### src/rtl/spi_flag_pkg.sv
package spi_flag_pkg;

    // Flag indices
    localparam int NUM_FLAGS = 3;
    localparam int FI_RXF    = 0;   // receive-full
    localparam int FI_TXE    = 1;   // transmit-empty
    localparam int FI_MDF    = 2;   // mode-fault

    // Register selector (low two address bits)
    typedef enum logic [1:0] {
        RS_CTRL = 2'd0,
        RS_STAT = 2'd1,
        RS_DATA = 2'd2,
        RS_RSVD = 2'd3
    } reg_sel_e;

    // Control register: bit0 enable, bit1 receive/fault irq enable, bit2 transmit irq enable
    localparam int CTL_W = 3;
    typedef struct packed {
        logic tx_ie;
        logic rx_ie;
        logic en;
    } ctrl_t;

    // Decoded bus events for one cycle
    typedef struct packed {
        logic stat_rd;
        logic data_rd;
        logic data_wr;
        logic ctl_wr;
        logic ctl_rd;
    } bus_evt_t;

    function automatic logic flag_rst_val(int idx);
        return (idx == FI_TXE);
    endfunction

    function automatic int stat_bit(int idx);
        case (idx)
            FI_RXF:  return 7;
            FI_TXE:  return 5;
            default: return 4;
        endcase
    endfunction

    function automatic bus_evt_t decode_bus(logic rd, logic wr, logic in_range, reg_sel_e sel);
        bus_evt_t e;
        logic     rd_only;
        rd_only   = rd & ~wr;
        e.stat_rd = rd_only & in_range & (sel == RS_STAT);
        e.data_rd = rd_only & in_range & (sel == RS_DATA);
        e.ctl_rd  = rd_only & in_range & (sel == RS_CTRL);
        e.data_wr = wr & in_range & (sel == RS_DATA);
        e.ctl_wr  = wr & in_range & (sel == RS_CTRL);
        return e;
    endfunction

endpackage

### src/rtl/spi_flag_cell.sv
module spi_flag_cell #(
    parameter logic RST_VAL = 1'b0
) (
    input  logic clk,
    input  logic rst,
    input  logic kill,        // block disabled: hold reset state
    input  logic set_req,     // event that sets the flag
    input  logic observe,     // status read this cycle
    input  logic clr_access,  // the access that completes the handshake
    output logic flag,
    output logic cleared      // handshake completed and flag dropped
);
    logic flag_q;
    logic armed_q;

    assign flag    = flag_q;
    assign cleared = clr_access & armed_q & ~set_req & ~kill;

    always_ff @(posedge clk) begin
        if (rst || kill) begin
            flag_q  <= RST_VAL;
            armed_q <= 1'b0;
        end else begin
            if (set_req)
                flag_q <= 1'b1;
            else if (cleared)
                flag_q <= 1'b0;

            if (clr_access)
                armed_q <= 1'b0;           // handshake used up
            else if (observe && flag_q)
                armed_q <= 1'b1;           // status saw the flag set
            else if (!flag_q)
                armed_q <= 1'b0;           // flag dropped before access
        end
    end

    AST_FLAG_STICKY: assert property (@(posedge clk) disable iff (rst)
        flag_q && !kill && !clr_access |=> flag_q);
    AST_ARM_NEEDS_FLAG: assert property (@(posedge clk) disable iff (rst)
        armed_q |-> flag_q);
    AST_SET_WINS: assert property (@(posedge clk) disable iff (rst)
        set_req && !kill |=> flag_q);

endmodule

### src/rtl/spi_data_buf.sv
module spi_data_buf #(
    parameter int DATA_W = 8
) (
    input  logic              clk,
    input  logic              rst,
    input  logic              capture,
    input  logic [DATA_W-1:0] rx_in,
    input  logic              accept,
    input  logic [DATA_W-1:0] tx_in,
    output logic [DATA_W-1:0] rx_q,
    output logic [DATA_W-1:0] tx_q
);
    always_ff @(posedge clk) begin
        if (rst) begin
            rx_q <= '0;
            tx_q <= '0;
        end else begin
            if (capture) rx_q <= rx_in;
            if (accept)  tx_q <= tx_in;
        end
    end
endmodule

### src/rtl/spi_irq_merge.sv
module spi_irq_merge #(
    parameter int NUM_SRC = 3
) (
    input  logic               enable,
    input  logic [NUM_SRC-1:0] src,
    input  logic [NUM_SRC-1:0] gate,
    output logic               req
);
    assign req = enable & (|(src & gate));
endmodule

### src/rtl/spi_flag_ctrl.sv
module spi_flag_ctrl
    import spi_flag_pkg::*;
#(
    parameter int DATA_W = 8,   // at least 8: status layout uses bit 7
    parameter int ADDR_W = 3    // at least 2
) (
    input  logic              clk,
    input  logic              rst,
    input  logic [ADDR_W-1:0] bus_addr,
    input  logic              bus_rd,
    input  logic              bus_wr,
    input  logic [DATA_W-1:0] bus_wdata,
    output logic [DATA_W-1:0] bus_rdata,
    input  logic              eng_done,
    input  logic [DATA_W-1:0] eng_rx_byte,
    input  logic              eng_take,
    input  logic              eng_fault,
    output logic [DATA_W-1:0] tx_byte,
    output logic              tx_valid,
    output logic              eng_halt,
    output logic              irq
);
    localparam logic [DATA_W-1:0] STAT_RST = DATA_W'(8'h20);

    ctrl_t                 ctrl_q;
    bus_evt_t              evt;
    logic                  in_range;
    reg_sel_e              sel;
    logic [NUM_FLAGS-1:0]  flag;
    logic [NUM_FLAGS-1:0]  set_req;
    logic [NUM_FLAGS-1:0]  clr_acc;
    logic [NUM_FLAGS-1:0]  cleared;
    logic [NUM_FLAGS-1:0]  irq_gate;
    logic [DATA_W-1:0]     status;
    logic [DATA_W-1:0]     rx_q;
    logic                  kill;

    // Bus decode
    assign in_range = ((bus_addr >> 2) == '0);
    assign sel      = reg_sel_e'(bus_addr[1:0]);
    assign evt      = decode_bus(bus_rd, bus_wr, in_range, sel);
    assign kill     = ~ctrl_q.en;
    assign eng_halt = kill;

    // Control register
    always_ff @(posedge clk) begin
        if (rst)
            ctrl_q <= '0;
        else if (evt.ctl_wr)
            ctrl_q <= ctrl_t'(bus_wdata[CTL_W-1:0]);
    end

    // Flag event routing
    always_comb begin
        set_req          = '0;
        clr_acc          = '0;
        set_req[FI_RXF]  = eng_done;
        set_req[FI_TXE]  = eng_take & ~flag[FI_TXE];
        set_req[FI_MDF]  = eng_fault;
        clr_acc[FI_RXF]  = evt.data_rd;
        clr_acc[FI_TXE]  = evt.data_wr;
        clr_acc[FI_MDF]  = evt.ctl_wr;
    end

    for (genvar i = 0; i < NUM_FLAGS; i++) begin : g_flag
        spi_flag_cell #(
            .RST_VAL (flag_rst_val(i))
        ) i_cell (
            .clk        (clk),
            .rst        (rst),
            .kill       (kill),
            .set_req    (set_req[i]),
            .observe    (evt.stat_rd),
            .clr_access (clr_acc[i]),
            .flag       (flag[i]),
            .cleared    (cleared[i])
        );

        AST_CLEAR_TAKES: assert property (@(posedge clk) disable iff (rst)
            cleared[i] |=> !flag[i]);
    end

    // Data registers
    spi_data_buf #(
        .DATA_W (DATA_W)
    ) i_buf (
        .clk     (clk),
        .rst     (rst),
        .capture (eng_done & ~flag[FI_RXF] & ~kill),
        .rx_in   (eng_rx_byte),
        .accept  (cleared[FI_TXE]),
        .tx_in   (bus_wdata),
        .rx_q    (rx_q),
        .tx_q    (tx_byte)
    );

    assign tx_valid = ~flag[FI_TXE];

    // Interrupt merge
    always_comb begin
        irq_gate         = '0;
        irq_gate[FI_RXF] = ctrl_q.rx_ie;
        irq_gate[FI_MDF] = ctrl_q.rx_ie;
        irq_gate[FI_TXE] = ctrl_q.tx_ie;
    end

    spi_irq_merge #(
        .NUM_SRC (NUM_FLAGS)
    ) i_irq (
        .enable (ctrl_q.en),
        .src    (flag),
        .gate   (irq_gate),
        .req    (irq)
    );

    // Status byte and read mux
    always_comb begin
        status = '0;
        for (int i = 0; i < NUM_FLAGS; i++)
            status[stat_bit(i)] = flag[i];
    end

    always_comb begin
        bus_rdata = '0;
        if (evt.ctl_rd)  bus_rdata = DATA_W'(ctrl_q);
        if (evt.stat_rd) bus_rdata = status;
        if (evt.data_rd) bus_rdata = rx_q;
    end

    AST_DISABLE_RESETS: assert property (@(posedge clk) disable iff (rst)
        $fell(ctrl_q.en) |=> (status == STAT_RST));
    AST_HALT_QUIET: assert property (@(posedge clk) disable iff (rst)
        eng_halt |-> !irq);
    AST_OVERRUN_KEEPS: assert property (@(posedge clk) disable iff (rst)
        flag[FI_RXF] && eng_done |=> $stable(rx_q));
    AST_UNARMED_WRITE: assert property (@(posedge clk) disable iff (rst)
        evt.data_wr && !cleared[FI_TXE] |=> $stable(tx_byte));
    AST_TAKE_EMPTIES: assert property (@(posedge clk) disable iff (rst)
        eng_take && tx_valid && !kill |=> !tx_valid);

endmodule

### config.mk
export PLATFORM = sky130hd
export DESIGN_NAME = spi_flag_ctrl
export DESIGN_NICKNAME = d
export VERILOG_FILES = /design/src/rtl/spi_flag_pkg.sv /design/src/rtl/spi_flag_cell.sv /design/src/rtl/spi_data_buf.sv /design/src/rtl/spi_irq_merge.sv /design/src/rtl/spi_flag_ctrl.sv
export SDC_FILE = /design/constraint.sdc
export NUM_CORES = 1
export LEC_CHECK = 0
export ABC_CLOCK_PERIOD_IN_PS = 1500
export BUFFER_PORTS_ARGS = -buffer_cell sky130_fd_sc_hd__clkbuf_2
export CAP_MARGIN = 15
export CORE_ASPECT_RATIO = 1.4
export CORE_MARGIN = 1.5
export CORE_UTILIZATION = 45
export CTS_BUF_LIST = sky130_fd_sc_hd__clkbuf_4 sky130_fd_sc_hd__clkbuf_8
export CTS_CLUSTER_SIZE = 20
export DETAILED_ROUTE_END_ITERATION = 8
export PLACE_DENSITY = 0.84
export SYNTH_ARGS = -nofsm -noshare
export SYNTH_HDL_FRONTEND = slang
export SYNTH_HIERARCHICAL = 1
export SYNTH_SLANG_ARGS = --single-unit
export TNS_END_PERCENT = 20
### constraint.sdc
create_clock -name clk -period 1.5 [get_ports clk]
set_input_delay 0.15 -clock clk [delete_from_list [all_inputs] [get_ports clk]]
set_output_delay 0.15 -clock clk [all_outputs]
set_load 0.01 [all_outputs]
# --- Word-level counts from Yosys, hierarchy flattened ---
# Cells that the tools add are included.
totals:
  input_bits: 26
  regBits: 25
  out_inout_bits: 19
classes:
  n_mux: 13
  eq_ne: 5
  reduce_logical: 13
  n_bitwise: 29
ops:
  columns: ["cell", "n"]
  rows:
  - ["AND 1 bit", 21]
  - ["two-way mux 8 bit", 2]
  - ["two-way mux 1 bit", 10]
  - ["OR reduction 2 bit", 4]
  - ["NOT 1 bit", 7]
  - ["!= test 2 bit (second input constant)", 3]
  - ["nonzero test 2 bit", 2]
  - ["AND 3 bit", 1]
  - ["logical AND 1 bit", 3]
  - ["zero test 3 bit", 1]
  - ["two-way mux 3 bit", 1]
  - ["OR reduction 3 bit", 1]
  - ["equality test 2 x 1 -> 1 bit (second input constant)", 1]
  - ["equality test 2 bit (second input constant)", 1]
  - ["zero test 2 bit", 1]
  - ["logical OR 1 bit", 1]

# --- Depth between registers and ports, before layout ---
logic_depth:
  depth_word: 9
  depth_mapped: 8
  mapped_depth_nobuf: 6

# --- Hierarchy ---
# The synthesis kept the hierarchy.
by_module_without_submodules:
  columns: ["module", "instances", "area_per_inst_um2", "cells_each"]
  rows:
  - ["spi_data_buf", 1, 579.3, 52]
  - ["spi_flag_ctrl", 1, 371.6, 43]
  - ["spi_flag_cell at g_flag[0].i_cell ...", 2, 83.8, 9]
  - ["spi_flag_cell at g_flag[1].i_cell", 1, 76.3, 7]
  - ["spi_irq_merge", 1, 16.3, 2]

# --- Least setup slack after synthesis ---
# OpenSTA, ideal clock, no wires.
synth_path:
  path_kind: "input port to flip-flop"
  from: "in bus_addr[0]"
  to: "reg i_buf.tx_q[0]"
  stages: 8
  arrival_time_ns: 1.206
  setup_slack_ns: 0.178
  path_buffers: 2
  path_cell_list: "buf_6 -> nor2_1 -> and3_1 -> nand2_1 -> nor3_1 -> buf_6 -> mux2i_1 -> nor2_1"
synth_between:
  elab_chain_cells: 5
synth_lines:
  columns: ["element", "line", "source"]
  rows:
  - ["from (decl)", "spi_flag_ctrl.sv:9", "input logic [ADDR_W-1:0] bus_addr,"]
  - ["equality test 2 bit", "spi_flag_pkg.sv:53", "e.data_wr = wr & in_range & (sel == RS_DATA);"]
  - ["AND 1 bit", "spi_flag_pkg.sv:53", null]
  - ["net clr_acc[1]", "spi_flag_ctrl.sv:31", "logic [NUM_FLAGS-1:0] clr_acc;"]
  - ["AND 1 bit (3 in a row)", "spi_flag_cell.sv:17", "assign cleared = clr_access & armed_q & ~set_req & ~kill;"]
  - ["net cleared[1]", "spi_flag_ctrl.sv:32", "logic [NUM_FLAGS-1:0] cleared;"]
  - ["to (signal assigned)", "spi_data_buf.sv:19", "if (accept) tx_q <= tx_in;"]
  - ["to (decl)", "spi_data_buf.sv:11", "output logic [DATA_W-1:0] tx_q"]
# The timed path passes the listed nets, and every way through them passes these cells.
# A chain may end at the register's enable or synchronous reset.

# --- Final worst setup path ---
layout_path:
  from: "reg g_flag[0].i_cell.flag_q"
  to: "out irq"
layout_between:
  elab_chain_cells: 3
layout_lines:
  columns: ["element", "line", "source"]
  rows:
  - ["from (decl)", "spi_flag_cell.sv:13", "logic flag_q;"]
  - ["from (signal assigned)", "spi_flag_cell.sv:21", "flag_q <= RST_VAL;"]
  - ["from (signal assigned)", "spi_flag_cell.sv:25", "flag_q <= 1'b1;"]
  - ["from (signal assigned)", "spi_flag_cell.sv:27", "flag_q <= 1'b0;"]
  - ["AND 3 bit", "spi_irq_merge.sv:9", "assign req = enable & (|(src & gate));"]
  - ["OR reduction 3 bit", "spi_irq_merge.sv:9", null]
  - ["AND 1 bit", "spi_irq_merge.sv:9", null]
  - ["to (decl)", "spi_flag_ctrl.sv:21", "output logic irq"]
# No other way between the ends.

==> results.cfg <==
[status]
status = completed

[floorplan]
die_area_um2 = 2970
dieHeight_um = 63.9
io_pins = 45
start_util = 0.488
fp.coreArea_um2 = 2440
placementRows = 21
die_w_um = 46.5

[timing]
finalSetupViolCount = 0
rsz0062_at_grt = false
final.setup_skew_ns = 0.00552
min_period_over_period = 0.932
hold_viol_final = 0
tightest_slew_ns = 0.463
fin_tns_setup_ns = 0
period_minus_slack_ns = 1.40
maxSlewHeadroom = 0.691
hold_ws_ns = 0.0444
drv_slew = 0
max_freq_mhz = 715

[yosys]
syn_area_per_cell_um2 = 10.1
ys_warn_count = 6
netlist_area_um2 = 1190
synthesis.nets = 144
synth_cells = 118

[cells_and_area]
nets = 193
diodes = 0
fill_cells = 219
layout-drive-gt1-share = 0.355
final_area_um2 = 1470
areaGrowthSynthToFinish_pct = 23.3

[detailed_routing]
vias = 1013
wl_per_cell_um = 12.8
first_pass_iters = 4
drtIter0Drc = 25
remaining_drc_errors = 0
ant_nets = 0
totalWireLength_um = 2550
via_per_inst = 5.07

[pwr]
max-vdd-ir-drop_mv = 0.558
leakage_nw = 0.618
power_mw = 1.08
p_per_area_nw_per_um2 = 731

[cts]
cts-htree-levels = 1
root_buffer = clkbuf_4
cts_tree = built
cts_buffers = 3
clock_path_buffers = 2
clk_latency_ns = 0.31
clkSinkCount = 25
path_clk_slew_ns = 0.12

[worst_setup_path]
cp.required_ns = 1.35
reg2reg_slack_ns = 0.12
start_kind = flop
endpoint_kind = primary output
crit_arrival_ns = 1.25
worst-path-max-fanout = 5
crit_type = reg -> out
cp-endpoint = irq
critPathLaunch = g_flag[0].i_cell/flag$_SDFFE_PP0P_
reg2reg_to = i_buf/tx_q[7]$_SDFFE_PP0P_
r2r_cells = 5
rr_startpoint = g_flag[1].i_cell/flag$_SDFFE_PP1P_

[global_routing]
overflow = 0
grt_max_degree = 27
antenna_found_initial = 0
grt_use_total = 0.198
first_global_vias = 1066
grt_pass1_wl_um = 4450

[hold_path]
hold_class = in -> reg

[place]
hpwl_um = 2020
place.gp.congestion = 0.830
placed_area_um2 = 1440
numPortBuffers = 44

[run]
max_cap_viol_count = 0
## cell type report
| type | count | area, µm² | share of cell area |
|---|---|---|---|
| sequential | 25 | 502 | 0.341 |
| clock buffer | 4 | 30.0 | 0.0204 |
| tap | 34 | 42.5 | 0.0289 |
| multi-input combinational | 85 | 624 | 0.424 |
| inverter | 2 | 7.51 | 0.00510 |
| timing repair buffer | 50 | 265 | 0.180 |
## sequential cells by signal (all words and copies together), names as in the netlist
register and flops:
i_buf/tx_q 8, i_buf/rx_q 8, ctrl_q 3, g_flag.i_cell/flag 3
g_flag.i_cell/armed_q 3
## per-stage QoR
stage,setup WS (ns),util,std cells
finish,0.102,0.602,200
global route,0.0122,0.602,200
CTS,0.0759,0.602,200
detailed placement,0.0355,0.589,196
global placement,0.0761,0.589,196
floorplan,0.178,-,118
## critical path, cell delays in order (launching register included)
cell	delay (ns)
dfxtp_1	0.37
a222oi_1	0.35
nor2b_1	0.09
clkbuf_2	0.13
## placed cells by master, fill, tap and decap left out, types with 4 or more instances in the layout
master / n
clkbuf_2: 44
nor2_1: 24
dfxtp_1: 24
mux2i_1: 22
nand3b_1: 6
nand2b_1: 6
buf_4: 6
clkbuf_4: 4
## how the worst min path moves through the flow
| stage | from | endpoint | slack [ns] | cells past startpoint |
|---|---|---|---|---|
| floorplan | rst | g_flag[1].i_cell/flag$_SDFFE_PP1P_ | 0.25 | 1 |
| global placement | eng_fault | g_flag[2].i_cell/flag$_SDFFE_PP0P_ | 0.37 | 2 |
| CTS | eng_fault | g_flag[2].i_cell/flag$_SDFFE_PP0P_ | 0.04 | 2 |
| global route | eng_fault | g_flag[2].i_cell/flag$_SDFFE_PP0P_ | 0.04 | 2 |
| detailed placement | eng_fault | g_flag[2].i_cell/flag$_SDFFE_PP0P_ | 0.37 | 2 |
| finish | eng_fault | g_flag[2].i_cell/flag$_SDFFE_PP0P_ | 0.04 | 2 |
## repair_timing
| item | in CTS | in global routing |
|---|---|---|
| hold buffers | 0 | 0 |
| gates resized for setup | 0 | 1 |
| setup buffers | 0 | 0 |
| hold endpoints to repair | 0 | 0 |
| endpoints found under the setup margin | 0 | 8 |
## power by group
| group | total [mW] | leakage, nW | switching, mW | internal (mW) |
|---|---|---|---|---|
| Combinational | 0.102 | 0.397 | 0.0493 | 0.0524 |
| Sequential | 0.671 | 0.202 | 0.00334 | 0.668 |
| Clock | 0.303 | 0.0184 | 0.181 | 0.122 |
## layer usage
layer  routed length (µm)  share of wire  up-vias  track usage
met4                   50          0.020        0       0.0857
li1                     -              -      509            -
met5                    0              0        -            0
met3                  113          0.044        6       0.0424
met1                 1040           0.41      465        0.223
met2                 1350           0.53       33        0.339
Note: power is estimated with default switching activity, not from simulation.
